### config.mk
export PLATFORM = sky130hd
export DESIGN_NAME = lp_state_seq
export DESIGN_NICKNAME = d
export VERILOG_FILES = /design/src/rtl/lp_seq_pkg.sv /design/src/rtl/lp_wake_merge.sv /design/src/rtl/lp_step_hs.sv /design/src/rtl/lp_state_seq.sv
export SDC_FILE = /design/constraint.sdc
export NUM_CORES = 1
export LEC_CHECK = 0
export ABC_AREA = 0
export ABC_CLOCK_PERIOD_IN_PS = 3900
export BUFFER_PORTS_ARGS = -buffer_cell sky130_fd_sc_hd__buf_2
export CAP_MARGIN = 10
export CORE_ASPECT_RATIO = 1.5
export CORE_MARGIN = 3
export CORE_UTILIZATION = 30
export DETAILED_ROUTE_END_ITERATION = 10
export SYNTH_ARGS = -nofsm -noshare
export SYNTH_HDL_FRONTEND = slang
export SYNTH_HIERARCHICAL = 1
export SYNTH_SLANG_ARGS = --single-unit
### constraint.sdc
create_clock -name clk -period 3.9 [get_ports clk]
set_input_delay 0.195 -clock clk [delete_from_list [all_inputs] [get_ports clk]]
set_output_delay 0.195 -clock clk [all_outputs]
set_load 0.01 [all_outputs]
### src/rtl/lp_seq_pkg.sv
package lp_seq_pkg;
  typedef enum logic [2:0] {
    ST_NORMAL     = 3'd0,
    ST_HALT       = 3'd1,
    ST_STOPCLK    = 3'd2,
    ST_ENT_RATIO  = 3'd3,
    ST_ENT_VID    = 3'd4,
    ST_EHALT      = 3'd5,
    ST_EXIT_VID   = 3'd6,
    ST_EXIT_RATIO = 3'd7
  } lp_state_e;

  localparam int unsigned STEP_RATIO = 0;
  localparam int unsigned STEP_VID   = 1;
  localparam int unsigned N_STEPS    = 2;

  function automatic logic in_entry(lp_state_e s);
    return (s == ST_ENT_RATIO) || (s == ST_ENT_VID);
  endfunction
endpackage

### src/rtl/lp_wake_merge.sv
module lp_wake_merge #(
  parameter int unsigned N_CORES = 2,
  parameter int unsigned N_LINT  = 2
) (
  input  logic [N_CORES-1:0] core_halt,
  input  logic               smi_evt,
  input  logic               binit_evt,
  input  logic               init_evt,
  input  logic [N_LINT-1:0]  lint_evt,
  input  logic               bus_irq_evt,
  output logic               all_halt,
  output logic               brk_any
);
  // Package may only idle once every logical core has flagged halt.
  always_comb begin
    all_halt = 1'b1;
    for (int i = 0; i < N_CORES; i++) all_halt = all_halt & core_halt[i];
  end

  always_comb begin
    brk_any = smi_evt | binit_evt | init_evt | bus_irq_evt;
    for (int j = 0; j < N_LINT; j++) brk_any = brk_any | lint_evt[j];
  end
endmodule

### src/rtl/lp_step_hs.sv
module lp_step_hs #(
  parameter int unsigned TO_W = 8
) (
  input  logic            clk,
  input  logic            rst,
  input  logic            start,
  input  logic            tgt,
  input  logic            ack,
  input  logic [TO_W-1:0] limit,
  output logic            sel,
  output logic            req,
  output logic            done,
  output logic            err
);
  logic [TO_W-1:0] wait_cnt;

  always_ff @(posedge clk) begin
    if (rst) begin
      sel      <= 1'b0;
      req      <= 1'b0;
      wait_cnt <= '0;
      err      <= 1'b0;
    end else if (start) begin
      sel      <= tgt;
      req      <= 1'b1;
      wait_cnt <= '0;
    end else if (req && ack) begin
      req <= 1'b0;
    end else if (req) begin
      if (wait_cnt != '1) wait_cnt <= wait_cnt + 1'b1;
      if ((limit != '0) && (wait_cnt >= limit - 1'b1)) err <= 1'b1;
    end
  end

  assign done = req & ack;

  // an open request is never withdrawn before its acknowledge
  p_req_hold_r8: assert property (@(posedge clk) disable iff (rst)
    (req && !ack && !start) |=> req);
  // a new step is only launched on an idle or completing handshake
  p_start_idle_r8: assert property (@(posedge clk) disable iff (rst)
    start |-> (!req || ack));
  // timeout flag is sticky
  p_err_sticky_r9: assert property (@(posedge clk) disable iff (rst)
    err |=> err);
endmodule

### src/rtl/lp_state_seq.sv
module lp_state_seq
  import lp_seq_pkg::*;
#(
  parameter int unsigned N_CORES = 2,
  parameter int unsigned N_LINT  = 2,
  parameter int unsigned TO_W    = 8
) (
  input  logic               clk,
  input  logic               rst,
  input  logic [N_CORES-1:0] core_halt,
  input  logic               smi_evt,
  input  logic               binit_evt,
  input  logic               init_evt,
  input  logic [N_LINT-1:0]  lint_evt,
  input  logic               bus_irq_evt,
  input  logic               stopclk_req,
  input  logic               enh_en,
  input  logic               smm_done,
  input  logic               smm_resume_halt,
  input  logic               snoop_req,
  input  logic               ratio_ack,
  input  logic               vid_ack,
  input  logic [TO_W-1:0]    step_limit,
  output logic [2:0]         pkg_state,
  output logic               ratio_low,
  output logic               ratio_req,
  output logic               vid_low,
  output logic               vid_req,
  output logic               step_err,
  output logic               snoop_en,
  output logic               snoop_ack
);
  lp_state_e state, nxt;
  logic all_halt, brk_any, brk_pend;
  logic [N_STEPS-1:0] st_go, st_tgt, st_ack, st_sel, st_req, st_done, st_err;

  lp_wake_merge #(.N_CORES(N_CORES), .N_LINT(N_LINT)) u_merge (
    .core_halt  (core_halt),
    .smi_evt    (smi_evt),
    .binit_evt  (binit_evt),
    .init_evt   (init_evt),
    .lint_evt   (lint_evt),
    .bus_irq_evt(bus_irq_evt),
    .all_halt   (all_halt),
    .brk_any    (brk_any)
  );

  assign st_ack[STEP_RATIO] = ratio_ack;
  assign st_ack[STEP_VID]   = vid_ack;

  for (genvar g = 0; g < N_STEPS; g++) begin : g_step
    lp_step_hs #(.TO_W(TO_W)) u_step (
      .clk  (clk),
      .rst  (rst),
      .start(st_go[g]),
      .tgt  (st_tgt[g]),
      .ack  (st_ack[g]),
      .limit(step_limit),
      .sel  (st_sel[g]),
      .req  (st_req[g]),
      .done (st_done[g]),
      .err  (st_err[g])
    );
  end

  // Next-state and step launches. Ratio goes down first, voltage comes up first.
  always_comb begin
    nxt    = state;
    st_go  = '0;
    st_tgt = '0;
    case (state)
      ST_NORMAL: begin
        if (brk_any) begin
          nxt = ST_NORMAL;
        end else if (all_halt) begin
          if (enh_en) begin
            nxt = ST_ENT_RATIO;
            st_go[STEP_RATIO]  = 1'b1;
            st_tgt[STEP_RATIO] = 1'b1;
          end else begin
            nxt = ST_HALT;
          end
        end else if (smm_done && smm_resume_halt) begin
          nxt = ST_HALT;
        end
      end
      ST_HALT: begin
        if (brk_any)          nxt = ST_NORMAL;
        else if (stopclk_req) nxt = ST_STOPCLK;
      end
      ST_STOPCLK: begin
        if (!stopclk_req) nxt = ST_HALT;
      end
      ST_ENT_RATIO: begin
        if (st_done[STEP_RATIO]) begin
          if (brk_pend || brk_any) begin
            nxt = ST_EXIT_RATIO;
            st_go[STEP_RATIO] = 1'b1;
          end else begin
            nxt = ST_ENT_VID;
            st_go[STEP_VID]  = 1'b1;
            st_tgt[STEP_VID] = 1'b1;
          end
        end
      end
      ST_ENT_VID: begin
        if (st_done[STEP_VID]) begin
          if (brk_pend || brk_any) begin
            nxt = ST_EXIT_VID;
            st_go[STEP_VID] = 1'b1;
          end else begin
            nxt = ST_EHALT;
          end
        end
      end
      ST_EHALT: begin
        if (brk_any) begin
          nxt = ST_EXIT_VID;
          st_go[STEP_VID] = 1'b1;
        end
      end
      ST_EXIT_VID: begin
        if (st_done[STEP_VID]) begin
          nxt = ST_EXIT_RATIO;
          st_go[STEP_RATIO] = 1'b1;
        end
      end
      ST_EXIT_RATIO: begin
        if (st_done[STEP_RATIO]) nxt = ST_NORMAL;
      end
      default: nxt = ST_NORMAL;
    endcase
  end

  always_ff @(posedge clk) begin
    if (rst) begin
      state     <= ST_NORMAL;
      brk_pend  <= 1'b0;
      snoop_en  <= 1'b1;
      snoop_ack <= 1'b0;
    end else begin
      state     <= nxt;
      brk_pend  <= in_entry(state) && in_entry(nxt) && (brk_pend || brk_any);
      snoop_en  <= (nxt != ST_STOPCLK);
      snoop_ack <= snoop_req && (nxt != ST_STOPCLK);
    end
  end

  assign pkg_state = state;
  assign ratio_low = st_sel[STEP_RATIO];
  assign ratio_req = st_req[STEP_RATIO];
  assign vid_low   = st_sel[STEP_VID];
  assign vid_req   = st_req[STEP_VID];
  assign step_err  = |st_err;

  // voltage is lowered only when the ratio is already low
  p_vid_after_ratio_r6: assert property (@(posedge clk) disable iff (rst)
    $rose(vid_low) |-> ratio_low);
  // deep halt holds both low operating points with no open request
  p_ehalt_levels_r6: assert property (@(posedge clk) disable iff (rst)
    (state == ST_EHALT) |-> (ratio_low && vid_low && !ratio_req && !vid_req));
  // ratio is restored only after the voltage is back up
  p_ratio_after_vid_r7: assert property (@(posedge clk) disable iff (rst)
    $fell(ratio_low) |-> !vid_low);
  // no halt entry while some core still runs
  p_stay_normal_r2: assert property (@(posedge clk) disable iff (rst)
    (state == ST_NORMAL && !all_halt && !(smm_done && smm_resume_halt))
      |=> (state != ST_HALT && state != ST_ENT_RATIO));
  // wake from plain halt is immediate
  p_wake_halt_r4: assert property (@(posedge clk) disable iff (rst)
    (state == ST_HALT && brk_any) |=> (state == ST_NORMAL));
  // leaving stop-clock lands in halt
  p_stopclk_back_r5: assert property (@(posedge clk) disable iff (rst)
    (state == ST_STOPCLK && !stopclk_req) |=> (state == ST_HALT));
  // snoops serviced in both halt flavours
  p_snoop_halt_r11: assert property (@(posedge clk) disable iff (rst)
    (state == ST_HALT || state == ST_EHALT) |-> snoop_en);
endmodule

# [After elaboration in Yosys (flattened, before gate mapping)]
# Index checks and enable logic that the tools add are counted.
[op_classes] n_bitwise=12 magnitude_cmp=2 reduce_logical=22 addsub=3 n_eq_ne=12 n_mux=33
[ops] operator="3-bit two-way mux" count=11
[ops] operator="3-bit one-hot mux with 8 select lines" count=1
[ops] operator="8-bit by 1-bit adder with 8-bit output (second input constant)" count=2
[ops] operator="8-bit greater-or-equal comparator" count=2
[ops] operator="8-bit != test (second input constant)" count=2
[ops] operator="3-bit == test (second input constant)" count=5
[ops] operator="1-bit two-way mux" count=15
[ops] operator="3-bit by 2-bit == test with 1-bit output (second input constant)" count=3
[ops] operator="1-bit logical AND" count=8
[ops] operator="2-bit two-way mux" count=4
[ops] operator="4-bit AND reduction" count=2
[ops] operator="8-bit nonzero test" count=1
[ops] operator="8-bit by 1-bit subtractor with 8-bit output (second input constant)" count=1
[ops] operator="1-bit one-hot mux with 3 select lines" count=2
[ops] operator="3-bit AND reduction" count=2
[ops] operator="2-bit OR reduction" count=3
[ops] operator="1-bit bitwise OR" count=5
[ops] operator="1-bit NOT" count=4
[ops] operator="2-bit nonzero test" count=2
[ops] operator="1-bit AND" count=3
[ops] operator="3-bit by 1-bit == test with 1-bit output (second input constant)" count=1
[ops] operator="3-bit logical NOT" count=1
[ops] operator="1-bit logical OR" count=3
[ops] operator="3-bit by 2-bit != test with 1-bit output (second input constant)" count=1
[totals] output_inout_bits=10 regBits=28

# [Logic depth before layout (Yosys ltp)]
# Gate-level depths: netlist of run 1.
[depth] word_depth=13 depth_mapped=10

# [Modules after synthesis]
# The synthesis of run 1 kept the hierarchy.
[modules_own_cells] mod="lp_step_hs (g_step[0].u_step)" area_each_um2=797.0 instances=1 cells_each=97
[modules_own_cells] mod="lp_step_hs (g_step[1].u_step)" area_each_um2=793.3 instances=1 cells_each=95
[modules_own_cells] mod="lp_state_seq" area_each_um2=455.4 instances=1 cells_each=55
[modules_own_cells] mod="lp_wake_merge" area_each_um2=20.0 instances=1 cells_each=4

# [Worst setup path before layout of run 1]
# No wires, ideal clock.
[synth_path] path_kind="flip-flop to flip-flop" from="reg state[0], in the netlist pkg_state[0]" to="reg g_step[1].u_step.wait_cnt[4]" path_buffers=2 stages_incl_launch_ff=10 setup_time_ps=59 setup_slack_ps=1972 arrival_time_ps=1869 cell_sequence="dfxtp_1 -> buf_4 -> nor2b_1 -> nand2_1 -> nor2_1 -> nand2b_1 -> or2_1 -> buf_6 -> or4_1 -> nand2_1"
[synth_via] elab_chain_cells=3
[synth_lines] item="from (decl)" line="lp_state_seq.sv:33" source="lp_state_e state, nxt;"
[synth_lines] item="from (signal assigned)" line="lp_state_seq.sv:142" source="state <= nxt;"
[synth_lines] item="3-bit == test or 3-bit by 2-bit == test with 1-bit output (tied branches)" line="lp_state_seq.sv:71" source="case (state)"
[synth_lines] item="1-bit one-hot mux with 3 select lines *" line="lp_state_seq.sv:71"
[synth_lines] item="net st_go[1]" line="lp_state_seq.sv:35" source="logic [N_STEPS-1:0] st_go, st_tgt, st_ack, st_sel, st_req, st_done, st_err;"
[synth_lines] item="2-bit OR reduction (no source line) *"
[synth_lines] item="to (signal assigned)" line="lp_step_hs.sv:30" source="if (wait_cnt != '1) wait_cnt <= wait_cnt + 1'b1;"
[synth_lines] item="to (decl)" line="lp_step_hs.sv:15" source="logic [TO_W-1:0] wait_cnt;"
# The timed path passes the listed nets; every way through them passes the cells marked *.
# A chain may end at the register's enable or synchronous reset.

# [Worst setup path after layout of run 1]
# Same ends and word-level chain as after synthesis.

==> flow_summary.yaml, run 1 <==
status:
  status: "finished clean"
power_and_ir_drop:
  power.total_w: 0.0005296
  power.switching_w: 0.0001256
  sequentialPowerShare_pct: 54.1
  power.leakage_nw: 0.9723
  ir_drop_mv: 0.1158
  p_sw_share_pct: 23.72
  p_clk_share_pct: 34.0
  cell_internal_pwr_w: 0.0004040
  powerDensity_nw_per_um2: 225.9
  comb_power_share_pct: 11.9
global_routing:
  grt_remaining_overflow: 0
  grt_pass1_vias: 1716
  grt_pass1_wl_mm: 7.797
  antenna_found_initial: 0
  grt_max_degree: 17
  track_usage_pct: 12.11
sta:
  rsz0062_at_grt: "no"
  setup_violations: 0
  finalHoldViolations: 0
  fmax_mhz: 471.8
  clock_skew_ns: 0.007009
  finalCriticalPeriod_ns: 2.120
  tightest_slew_ns: 0.6121
  finalCritPeriodShare_pct: 54.35
  slew_headroom_pct: 58.81
  finalSetupTns_ns: 0
  drv_slew: 0
synth:
  syn_nets: 298
  syn_area_sq_um: 2066
  yosysUniqueCellTypes: 50
  synth-async-reset-ratio_pct: 0
  synthDominantCellAreaShare_pct: 27.14
  syn_inst: 251
  yosysWarnings: 6
  synth_edf_count: 0
  ys_seq_area_share_pct: 27.14
  syn-mean-instance-area_sq_um: 8.230
  synth_top_cells_by_area: "dfxtp_1 27%, ha_1 13%, nor2_1 6.4%, xnor2_1 3.8%, nand2_1 3.5%"
  synth-seq-cells: 28
  synth-main-ff-cell: "dfxtp_1"
  synth_top_area_cell: "dfxtp_1"
worst_setup_path:
  crit_buf_inv: 0
  cp-end-kind: "flip-flop"
  setup.worst_path.start: "pkg_state[0]"
  r2r_cells: 6
  endpoint: "g_step[1].u_step/wait_cnt[4]"
  cp_max_fo: 13
  r2r-start: "pkg_state[0]"
  critPathKind: "flip-flop to flip-flop"
  reg2reg_slack_ns: 1.78
  cp.depth: 6
  cp.required_ns: 4.12
  reg2reg_to: "g_step[1].u_step/wait_cnt[4]"
  slowest_stage: "dfxtp_1"
  crit_chain: "nor2b_1 > o221ai_1 > nand2b_1 > or2_1 > or4_1 > nand2_1"
  worst_setup_path_start_kind: "flip-flop"
  arrival_ns: 2.34
  path_delay_family: "simple AND/OR/NAND/NOR gates"
  critPathMaxStageDelay_ns: 0.58
route:
  drt_iter0_markers: 50
  drc: 0
  wl_per_cell_microns: 12.99
  drt_first_pass_iters: 4
  antenna_left: 0
  vias: 1869
  wl_mm: 4.677
  vias_per_cell: 5.192
clock_tree:
  h-tree-depth: 1
  cts.clk_slew.worst_paths_ns: 0.10
  cts_setup_buffers: 0
  cts_root_buf: "clkbuf_8"
  cts-hold-fix-buffers: 0
  cts_buffers: 3
  clkSinkCount: 28
  clock_latency_ns: 0.27
  clk_path_buf_depth: 2
  cts_tree: "yes"
  ctsResizeCount: 0
floorplanning:
  fp.dieW_microns: 73.76
  die_h_microns: 107.6
  ioPinCount: 35
  num_rows: 36
  die_area_sq_um: 7938
  coreArea_sq_um: 6576
  start_util_pct: 31.41
placement:
  finalWeightedCongestion: 0.8164
  io_buffers: 34
  hpwl_mm: 3.780
finish:
  multi_input_area_sq_um: 1430
  layout-drive-gt1-share_pct: 16.90
  area_delta_synth_final_pct: 13.51
  layout_commonest_cell: "nor2_1"
  n_antenna_cell: 0
  fillers: 712
  mostFrequentLayoutCells: "35 x nor2_1, 34 x buf_2, 28 x dfxtp_1, 22 x ha_1, 19 x nand2_1"
  fin_nets: 332
  regArea_sq_um: 560.5
worst_hold_path:
  min_path_cells: 3
  hp-class: "input port to flip-flop"
flow_run:
  drv_cap: 0
==> worst min-delay path: stages <==
cell	delay [ns]
buf_2	0.09
inv_1	0.05
a311oi_1	0.04
==> sequential cells by signal, summed over array words and instances, names as in the netlist <==
signal	flops
brk_pend	1
g_step.u_step/wait_cnt	16
g_step.u_step/err	2
pkg_state	3
g_step.u_step/req	2
snoop_en	1
snoop_ack	1
g_step.u_step/sel	2
==> synthesized netlist by cell type (2+ instances only) <==
library cell   n
o221ai_1       2
buf_4          2
and4b_1        2
nand2b_1       7
nand4_1        2
ha_1          22
a211oi_1       3
o31ai_1        3
inv_1          9
o211ai_1       3
a2111oi_0      2
or3_2          2
or2_2          2
o21ai_0        6
dfxtp_1       28
nand3_1        8
and3_1         3
xor2_1         8
nor2b_1        8
nor3b_1        2
o21ai_1        2
and2_1         3
nor4_1         3
nand4b_1       3
a32oi_1        2
a31oi_1        2
nand3b_1       2
buf_6          2
nor3_1        10
a311oi_1       3
xnor2_1        9
mux2i_1        4
nand2_1       19
a21oi_1       10
or4_1          2
a21o_1         3
nor2_1        35
==> routing by layer <==
metal  wire length [microns]  GRT usage, %  part of all wire (%)
met5                       0             0                     0
met4                      25         2.720                  0.53
met3                     156         1.682                   3.3
met2                    2405         21.45                    51
met1                    2090         15.16                    45
==> cell type report <==
| cell class | count | share of cell area, % |
|---|---|---|
| clock buffers | 4 | 2.348 |
| inverters | 9 | 1.441 |
| multi-input cells | 209 | 60.99 |
| flip-flops and latches | 28 | 23.91 |
| well taps | 76 | 4.055 |
| repair buffers | 34 | 7.257 |
==> cell families (layout without fill, tap and decap cells) <==
logic type,Yosys count,count (layout),synth area share [%]
fa+ha+maj,22,22,13.33
simple gates,121,121,31.01
compound gates,45,45,15.75
xor+xnor,17,17,7.208
mux,4,4,1.938
buf+inv,14,47,3.634
flops,28,28,27.14
==> worst min path at each step <==
stage | endpoint | from
6_report | snoop_ack | snoop_req
5_1_grt | snoop_ack | snoop_req
3_5_place_dp | snoop_ack | snoop_req
3_3_place_gp | snoop_ack | snoop_req
4_1_cts | snoop_ack | snoop_req
2_1_floorplan | pkg_state[1] | rst
==> metrics by stage <==
| stage | util, % | cells | instance area, sq um | setup slack (ns) | hold slack (ns) |
|---|---|---|---|---|---|
| 2_1_floorplan | - | 251 | 2066 | 1.972 | 0.2666 |
| 3_3_place_gp | 34.82 | 356 | 2290 | 1.626 | 0.4228 |
| 3_5_place_dp | 34.82 | 356 | 2290 | 1.592 | 0.4256 |
| 4_1_cts | 35.65 | 360 | 2345 | 1.772 | 0.1243 |
| 5_1_grt | 35.65 | 360 | 2345 | 1.595 | 0.1557 |
| 6_report | 35.65 | 360 | 2345 | 1.780 | 0.1314 |
==> power by group through the flow <==
stage	sequential, W	combinational (W)	clock, W
after floorplan	0.000294	0.0000346	0
after global placement	0.000293	0.0000620	0
after detailed placement	0.000293	0.0000631	0
after CTS	0.000287	0.0000638	0.000189
after global routing	0.000287	0.0000720	0.000199
final	0.000287	0.0000629	0.000180
Note: power is estimated with default switching activity, not from simulation.
==> run 2: changes to the inputs <==
--- a/config.mk
+++ b/config.mk
@@ -5,8 +5,8 @@
 export SDC_FILE = /design/constraint.sdc
 export NUM_CORES = 1
 export LEC_CHECK = 0
-export ABC_AREA = 0
-export ABC_CLOCK_PERIOD_IN_PS = 3900
+export ABC_AREA = 1
+export ABC_CLOCK_PERIOD_IN_PS = 2000
 export BUFFER_PORTS_ARGS = -buffer_cell sky130_fd_sc_hd__buf_2
 export CAP_MARGIN = 10
 export CORE_ASPECT_RATIO = 1.5
==> constraint.sdc (replaced) <==
create_clock -name clk -period 2 [get_ports clk]
set_input_delay 0.1 -clock clk [delete_from_list [all_inputs] [get_ports clk]]
set_output_delay 0.1 -clock clk [all_outputs]
set_load 0.01 [all_outputs]
==> run 2 against run 1 <==
Net effect: power increased by 120%; maximum frequency is 21% higher; core utilization increased by 0.062 points; via count grew 21%; first-iteration DRC count is 32% higher; final cell count up 41%; sequential share of layout area shrank 3.3 points; register-to-register slack got worse by 1.5 ns; flip-flop and latch count unchanged; non-clock buffer count grew 1.
==> flow_summary.yaml, run 2 <==
status:
  status: "finished clean"
floorplanning:
  die_h_microns: 114.5
  num_rows: 39
  fp.dieW_microns: 78.36
  start_util_pct: 30.95
  ioPinCount: 35
  coreArea_sq_um: 7612
  die_area_sq_um: 8974
finish:
  layout-drive-gt1-share_pct: 18.56
  fillers: 850
  fin_nets: 452
  largest_register_ff_count: 16
  layout_commonest_cell: "nand2_1"
  top_register: "g_step.u_step/wait_cnt"
  area_delta_synth_final_pct: 15.40
  fin_cells: 506
  mostFrequentLayoutCells: "94 x nand2_1, 62 x inv_1, 41 x nor2_1, 34 x buf_2, 28 x dfxtp_1"
  n_antenna_cell: 0
synth:
  synthDominantCellAreaShare_pct: 23.79
  synth-simple-area-share_pct: 39.78
  synth_top_area_cell: "dfxtp_1"
  syn_area_sq_um: 2356
  synth-main-ff-cell: "dfxtp_1"
  ys_top_cells_by_count: "94 x nand2_1, 62 x inv_1, 42 x nor2_1"
  ys_seq_area_share_pct: 23.79
  synth-async-reset-ratio_pct: 0
  yosysUniqueCellTypes: 26
  synth_xor_area_share_pct: 5.204
  synthMostInstantiatedCell: "nand2_1"
  syn_nets: 415
  syn-mean-instance-area_sq_um: 6.402
  synth_top_family_by_area: "simple AND/OR/NAND/NOR gates"
  synthAdderAreaFrac_pct: 11.68
  syn_inst: 368
  synth-seq-cells: 28
  synth_top_cells_by_area: "dfxtp_1 24%, nand2_1 15%, ha_1 12%, inv_1 9.9%, nor2_1 6.7%"
  yosysWarnings: 6
  synth_compound_area_share_pct: 6.904
  synthMuxAreaShare_pct: 0
  synth_edf_count: 0
global_routing:
  grt_remaining_overflow: 0
  grt_pass1_vias: 2192
  grt_max_degree: 16
  track_usage_pct: 11.92
  grt_pass1_wl_mm: 8.866
  antenna_found_initial: 0
sta:
  finalHoldViolations: 0
  setup_violations: 0
  drv_slew: 0
  fmax_mhz: 573.1
  finalCriticalPeriod_ns: 1.745
  rsz0062_at_grt: "no"
  finalCritPeriodShare_pct: 87.25
  finalSetupTns_ns: 0
  clock_skew_ns: 0.003071
  slew_headroom_pct: 70.72
  tightest_slew_ns: 0.4386
worst_hold_path:
  min_path_cells: 5
  hold_start: "snoop_req"
  hp-class: "input port to flip-flop"
  hold_path_end: "snoop_ack"
placement:
  hpwl_mm: 4.270
  finalWeightedCongestion: 0.8950
  dp.cells: 502
  io_buffers: 34
power_and_ir_drop:
  p_clk_share_pct: 41.6
  cell_internal_pwr_w: 0.0009210
  ir_drop_mv: 0.2931
  power.leakage_nw: 1.344
  power.switching_w: 0.0002687
  powerDensity_nw_per_um2: 437.6
  comb_power_share_pct: 11.5
  sequentialPowerShare_pct: 47.0
  p_sw_share_pct: 22.58
worst_setup_path:
  r2r_cells: 8
  path_delay_family: "simple AND/OR/NAND/NOR gates"
  slowest_stage: "dfxtp_1"
  cpMostUsedCell: "nor2_1"
  cp.required_ns: 2.20
  worst_setup_path_start_kind: "flip-flop"
  arrival_ns: 1.94
  cp-end-kind: "flip-flop"
  reg2reg_slack_ns: 0.26
  r2r-start: "pkg_state[2]"
  crit_buf_inv: 2
  reg2reg_to: "g_step[0].u_step/wait_cnt[1]"
  cp_max_fo: 13
  critPathKind: "flip-flop to flip-flop"
  critPathMaxStageDelay_ns: 0.59
  crit_chain: "inv_2 > nand3_1 > nor2_2 > nor2_1 > o21ai_0 > nor2_1 > inv_1 > a21oi_1"
route:
  drt_iter0_markers: 66
  drc: 0
  wl_per_cell_microns: 9.877
  drt_first_pass_iters: 4
  wl_mm: 4.998
  vias: 2269
  antenna_left: 0
  vias_per_cell: 4.484
flow_run:
  drv_cap: 0
clock_tree:
  clkSinkCount: 28
  clk_path_buf_depth: 2
  cts_setup_buffers: 0
  cts.clk_slew.worst_paths_ns: 0.07
  cts_buffers: 3
  h-tree-depth: 1
  cts-hold-fix-buffers: 0
  cts_root_buf: "clkbuf_16"
  clock_latency_ns: 0.26
  cts_tree: "yes"
-- run 2: cell count changes after synthesis, sizes merged, moves of 4 or more --
cell    before  now
nand4        2    9
a211oi       4    0
nand2       19  104
nor4         4    0
xnor2        9    4
inv          9   69
mux2i        4    0
o31ai        5    0
nor2b        8    0
nand3        9   20
a21oi       10   22
nor2        35   53
nand2b       7    0
-- run 2: layer usage --
layer | vias up | GRT usage (%) | part of all wire, %
li1 | 1213 | - | -
met1 | 1006 | 12.28 | 43
met2 | 41 | 23.51 | 51
met3 | 9 | 1.102 | 3.3
met4 | 0 | 5.834 | 3.0
met5 | - | 0 | 0
-- run 2: power groups by stage --
| stage | logic [W] | registers, W | clock network (W) |
|---|---|---|---|
| floorplan | 0.0000831 | 0.000572 | 0 |
| global placement | 0.000134 | 0.000572 | 0 |
| detailed placement | 0.000138 | 0.000572 | 0 |
| CTS | 0.000139 | 0.000559 | 0.000515 |
| global route | 0.000161 | 0.000559 | 0.000527 |
| finish | 0.000136 | 0.000559 | 0.000494 |
-- run 2: what timing repair did --
action / in CTS / in global routing
hold endpoints to repair: 0 / 0
endpoints found under the setup margin: 0 / 6
gates resized for setup: 0 / 1
-- run 2: how the worst max path moves through the flow --
stage | depth (start not counted) | slack [ns] | endpoint | from
final | 8 | 0.26 | g_step[0].u_step/wait_cnt[1] | pkg_state[2]
after global routing | 9 | 0.04 | g_step[1].u_step/wait_cnt[1] | pkg_state[1]
after CTS | 9 | 0.12 | g_step[1].u_step/wait_cnt[1] | pkg_state[1]
after detailed placement | 11 | 0.1 | g_step[1].u_step/wait_cnt[0] | lint_evt[0]
after global placement | 11 | 0.19 | g_step[1].u_step/wait_cnt[0] | lint_evt[0]
after floorplan | 10 | 0.38 | g_step[1].u_step/wait_cnt[0] | pkg_state[1]
-- run 2: cell families (layout without fill, tap and decap cells) --
kind of cell    after synthesis  count (layout)
compound gates               30              30
xor+xnor                     14              14
fa+ha+maj                    22              22
buf+inv                      72             108
flops                        28              28
simple gates                202             202
-- run 2: final cells by class --
cell class	count	area [sq um]	share of cell area, %
clock buffers	4	88.84	3.267
multi-input cells	268	1500	55.18
inverters	69	264.0	9.710
repair buffers	35	177.7	6.535
flip-flops and latches	28	560.5	20.62
well taps	102	127.6	4.694
-- run 2: through the flow --
| stage | total power, W | hold WS (ns) | worst slack (ns) | util (%) | area (sq um) |
|---|---|---|---|---|---|
| detailed placement | 0.0007099 | 0.4010 | 0.09799 | 34.52 | 2628 |
| floorplan | 0.0006555 | 0.1691 | 0.3830 | - | 2356 |
| global placement | 0.0007056 | 0.4008 | 0.1929 | 34.52 | 2628 |
| global route | 0.001247 | 0.1695 | 0.04006 | 35.72 | 2719 |
| finish | 0.001190 | 0.1168 | 0.2551 | 35.72 | 2719 |
| CTS | 0.001212 | 0.1156 | 0.1171 | 35.68 | 2716 |
-- run 2: worst min-delay path: cells and delay by family --
kind	cells	cell delay, ns
simple gates	2	0.08
buf+inv	3	0.16
